[config.mk]
export PLATFORM = sky130hd
export DESIGN_NAME = addsub_mac
export DESIGN_NICKNAME = d
export VERILOG_FILES = /design/src/rtl/addsub_mac_pkg.sv /design/src/rtl/addsub_mac_opneg.sv /design/src/rtl/addsub_mac_mul.sv /design/src/rtl/addsub_mac_sum.sv /design/src/rtl/addsub_mac.sv
export SDC_FILE = /design/constraint.sdc
export NUM_CORES = 1
export LEC_CHECK = 0
export ABC_AREA = 1
export CORE_AREA = 2 2 86 88
export DETAILED_ROUTE_END_ITERATION = 6
export DIE_AREA = 0 0 88 90
export GPL_TIMING_DRIVEN = 0
export PLACE_DENSITY = 0.74
export SLEW_MARGIN = 20
export SYNTH_ARGS = -nofsm -noshare
export SYNTH_HDL_FRONTEND = slang
export SYNTH_SLANG_ARGS = --single-unit
[constraint.sdc]
create_clock -name vclk -period 9.4
set_input_delay 1.88 -clock vclk [all_inputs]
set_output_delay 1.88 -clock vclk [all_outputs]
set_load 0.1 [all_outputs]
[src/rtl/addsub_mac_pkg.sv]
package addsub_mac_pkg;
  parameter int unsigned FACT_W = 8;
  parameter int unsigned ACC_W  = 16;
  localparam int unsigned NEG_W  = FACT_W + 1;
  localparam int unsigned PROD_W = NEG_W + FACT_W;

  typedef enum logic {DIR_ADD = 1'b0, DIR_SUB = 1'b1} dir_e;
endpackage

[src/rtl/addsub_mac_opneg.sv]
module addsub_mac_opneg #(
  parameter int unsigned IN_W = 8,
  localparam int unsigned OUT_W = IN_W + 1
) (
  input  logic signed [IN_W-1:0]  op_in,
  input  logic                    do_neg,
  output logic signed [OUT_W-1:0] op_out
);
  logic signed [OUT_W-1:0] wide;

  always_comb begin
    wide   = OUT_W'(op_in);
    op_out = do_neg ? -wide : wide;
  end
endmodule

[src/rtl/addsub_mac_mul.sv]
module addsub_mac_mul #(
  parameter int unsigned X_W = 9,
  parameter int unsigned Y_W = 8,
  localparam int unsigned P_W = X_W + Y_W
) (
  input  logic signed [X_W-1:0] x,
  input  logic signed [Y_W-1:0] y,
  output logic signed [P_W-1:0] p
);
  logic signed [P_W-1:0] xw;
  logic signed [P_W-1:0] yw;

  always_comb begin
    xw = P_W'(x);
    yw = P_W'(y);
    p  = xw * yw;
  end
endmodule

[src/rtl/addsub_mac_sum.sv]
module addsub_mac_sum #(
  parameter int unsigned P_W = 17,
  parameter int unsigned S_W = 16
) (
  input  logic signed [P_W-1:0] term,
  input  logic signed [S_W-1:0] base,
  output logic signed [S_W-1:0] sum
);
  localparam int unsigned W = (P_W > S_W) ? P_W : S_W;
  logic signed [W-1:0] full;

  always_comb begin
    full = W'(term) + W'(base);
    sum  = full[S_W-1:0];
  end
endmodule

[src/rtl/addsub_mac.sv]
module addsub_mac
  import addsub_mac_pkg::*;
(
  input  logic signed [FACT_W-1:0] a,
  input  logic signed [FACT_W-1:0] b,
  input  logic signed [ACC_W-1:0]  c,
  input  logic                     neg_sel,
  output logic signed [ACC_W-1:0]  z
);
  logic signed [NEG_W-1:0]  a_signed;
  logic signed [PROD_W-1:0] prod;
  dir_e                     dir;

  assign dir = dir_e'(neg_sel);

  addsub_mac_opneg #(.IN_W(FACT_W)) u_neg (
    .op_in  (a),
    .do_neg (dir == DIR_SUB),
    .op_out (a_signed)
  );

  addsub_mac_mul #(.X_W(NEG_W), .Y_W(FACT_W)) u_mul (
    .x (a_signed),
    .y (b),
    .p (prod)
  );

  addsub_mac_sum #(.P_W(PROD_W), .S_W(ACC_W)) u_sum (
    .term (prod),
    .base (c),
    .sum  (z)
  );
endmodule

# After elaboration in Yosys (flattened, before gate mapping)
# Index checks and enable logic that the tools add are counted.
# totals
reg_bits	0
latch_bits	0
ramBits	0
romBits	0
in_bits	33
out_inout_bits	16
word_cells	4
mem_count	0
# op_classes
addsub	2
n_mul	1
n_div	0
order_cmp	0
n_eq_ne	0
shifts	0
mux	1
n_bitwise	0
reduce_logical	0
# op_table
cell	n
16-bit adder	1
9-bit by 8-bit multiplier with 16-bit output	1
9-bit two-way mux	1
8-bit negation with 9-bit output	1

# Longest topological paths before layout
# logic_depth
depth_word	4
ltp_mapped	33

# Modules after synthesis
# From an unflattened synthesis, not the netlist that was laid out.
# unflattened
hier_cells	671
area_unflattened_um2	4254.1
# modules_own_cells
module	instances	cells_each	area_each_um2	seq_area_each_um2
addsub_mac_mul	1	453	3108.0	0.0
addsub_mac_sum	1	179	938.4	0.0
addsub_mac_opneg	1	39	207.7	0.0

# Worst setup path after synthesis
# No wires, ideal clock.
# synth_timing
kind	input -> output
start	in a[0]
end	out z[11]
arrival_time_ns	7.867
required_ns	7.520
slack_ns	-0.347
cell_stages	22
cell_sequence	buf_2 > inv_1 > ha_1 > inv_1 > nor2_2 > nand3_1 > nand2_2 > nand2_4 > inv_1 > nor2_1 > fa_1 > fa_1 > fa_1 > inv_1 > fa_1 > inv_1 > ha_1 > ha_1 > nand2_1 > o21ai_0 > a21oi_1 > xnor2_1
# synth_between
elab_chain_cells	4
# synth_rtl
element	line_no	rtl
from (decl)	addsub_mac.sv:4	input logic signed [FACT_W-1:0] a,
8-bit negation with 9-bit output	addsub_mac_opneg.sv:13	op_out = do_neg ? -wide : wide;
9-bit two-way mux (*)	addsub_mac_opneg.sv:13	
9-bit by 8-bit multiplier with 16-bit output (*)	addsub_mac_mul.sv:16	p = xw * yw;
16-bit adder (*)	addsub_mac_sum.sv:13	full = W'(term) + W'(base);
to (decl)	addsub_mac.sv:8	output logic signed [ACC_W-1:0] z
# Mark *: on every way between the ends. The rest lies on a longest branch, timed or not.

# Worst setup path after layout
# layout_timing
start	in a[2]
end	out z[12]
# The elaborated chain is that of the path after synthesis.

==> key figures <==
Outcome
  – Status: finished, final reports clean

Finish
  – Area Overhead vs Synth: 23.8%
  – Layout fillers: 635
  – Fin area: 4190 um2
  – FF+latch area: 0 um2
  – Ant diodes: 0
  – Layout cells sized above 1: 11.8%
  – Total Nets Final: 635
  – Post-route insts no fill: 589
  – Count of flip-flops and latches: 0
  – # clk buffers: 0
  – Footprint of the multi-input gates: 3080 um2

Route
  – DRT iter0 DRCs: 195
  – DR vias: 2840
  – Drt wl/cell: 13.1 um
  – Routed WL: 7.74 mm
  – First drt pass iteration count: 6
  – Vias/cell: 4.82
  – DRC: 0
  – Final ANT Viol Nets: 0

STA
  – Final period util: 97.9%
  – Pins Over Slew Limit: 0
  – Setup violators final: 0
  – Rel. slew slack: 35.3%
  – Fin Setup TNS: 0 ns
  – Max frequency: 109 MHz
  – Hold Vio Cnt, Final: 0
  – Slew @ Worst Pin: 0.967 ns
  – Setup WS post-layout: 0.199 ns
  – Min Tclk post-route: 9.20 ns

Synth
  – Sequential fraction of the synthesis area: 0%
  – Synth area leaders: fa_1 (43%), ha_1 (14%), inv_1 (13%), nand2_1 (9.9%), nor2_1 (5.1%)
  – Syn_nets: 585
  – Synth cell count leaders: inv_1 (119), nand2_1 (89), fa_1 (73)
  – Count leader, synth: inv_1
  – Number of warnings issued by yosys: 0
  – Syn Inst Count: 442
  – Synth Area per Inst: 7.65 um2
  – Synthesized area: 3380 um2
  – Post-synth top area cell: fa_1
  – Yosys cell types: 31
  – Post-synth top area share: 43.2%

Critical path
  – Crit Path Category: in -> out
  – Cells along the critical path: clkdlybuf4s50_1 -> nor2_4 -> nand2_2 -> o31ai_4 -> xor2_4 -> nand2_1 -> fa_1 -> inv_1 -> fa_1 -> fa_1 -> fa_1 -> ha_1 -> ha_1 -> a21oi_2 -> o21ai_2 -> a21oi_2 -> nor2_1 -> o21ai_1 -> nand3_1 -> nand2_1 -> buf_12
  – CP startpoint kind: input pin
  – Crit path max-delay cell type: fa_1
  – CP max FO: 7
  – Worst setup EP type: output pin
  – CP peak stage delay: 0.54 ns
  – Critical path's most frequent cell: fa_1
  – Worst Path Required: 7.52 ns
  – Crit path arrival time: 7.32 ns
  – Crit path from: a[2]

Placed design
  – RD Place Congestion: 0.929
  – Placed Area: 4010 um2
  – Pre-CTS setup slack: -1.22 ns
  – DP HPWL: 6.59 mm
  – Port Buf Inserts: 46
  – Placed cell count: 587

Global route
  – Largest net degree at the start of global routing: 10
  – Congestion Overflow GR: 0
  – Number of global-route vias before repair: 2897
  – Global-route wire length before repair: 12.9 mm
  – Initial antenna violation count: 0
  – GRT Util Overall: 20.0%

Flow run
  – Maxcap violations: 0

Hold path
  – Worst hold start: b[6]
  – Hold WC Path Type: in -> out

Die
  – Die area: 7920 um2
  – Initial Util: 48.2%
  – Row cnt: 31
  – # IOs: 49
  – Die Y: 90 um
  – Core ar.: 7020 um2
  – Die W: 88 um
-- worst paths after layout --
| path | end | slack (ns) | depth (start not counted) |
|---|---|---|---|
| setup / recovery | z[12] | 0.20 | 21 |
| hold / removal | z[15] | 4.87 | 8 |
-- layer usage --
layer | global-route usage [%] | vias up | routed length [um]
li1 | - | 1386 | -
met1 | 27.7 | 1377 | 3190
met2 | 35.1 | 69 | 4170
met3 | 1.38 | 8 | 312
met4 | 2.69 | 0 | 80
met5 | 0 | - | 0
-- cell families after synthesis --
family / after synthesis / synth area share, %
AO/OA/AOI/OAI: 24 / 4.40
XOR/XNOR: 12 / 3.55
adder cells (fa/ha/maj): 110 / 56.9
buffers and inverters: 129 / 14.5
AND/OR/NAND/NOR: 167 / 20.7
-- worst max-delay path: cells and delay by family --
family / cells / cell delay (ns)
xor+xnor: 1 / 0.32
fa+ha+maj: 6 / 2.75
buf+inv: 3 / 0.76
simple gates: 6 / 0.66
compound gates: 5 / 0.93
-- timing repair --
| item | CTS | global route |
|---|---|---|
| hold buffers | 0 | 0 |
| gates resized for setup | 58 | 31 |
| hold endpoints to repair | 0 | 0 |
| pin swaps | 0 | 5 |
| buffers inserted | 0 | 2 |
| setup endpoints to repair | 10 | 11 |
-- cells in the final DEF, fill, tap and decap left out, types with 2 or more instances in the layout --
cell type          n
buf_6              3
a21oi_2            5
nor2_1            43
a21oi_1            4
nand2_4            2
o21ai_1            3
nor2_4             4
nand3_1           18
ha_4               3
xor2_4             2
xor2_2             5
inv_2              5
inv_1            119
fa_1              72
buf_12             2
xor2_1             4
clkdlybuf4s15_2    2
nand2_2            7
buf_2              2
nand2_1           86
ha_1              32
ha_2               2
o21ai_0            5
clkdlybuf4s50_1   35
clkbuf_1           2
buf_4              3
-- stage by stage --
step	util, %	hold slack [ns]
floorplan	-	4.31
global placement	57.1	5.24
detailed placement	57.1	5.27
CTS	57.5	4.87
global route	59.7	5.00
finish	59.7	4.87
-- area by class of cell --
class / instances / share of cell area [%]
Tap cell: 99 / 2.96
Multi-Input combinational cell: 313 / 73.5
Timing Repair Buffer: 48 / 11.8
Buffer: 3 / 0.299
Inverter: 126 / 11.4
Power is left out: the tool's default activity adds up to more than one toggle a clock period on the data nets, which glitch-free logic cannot reach.
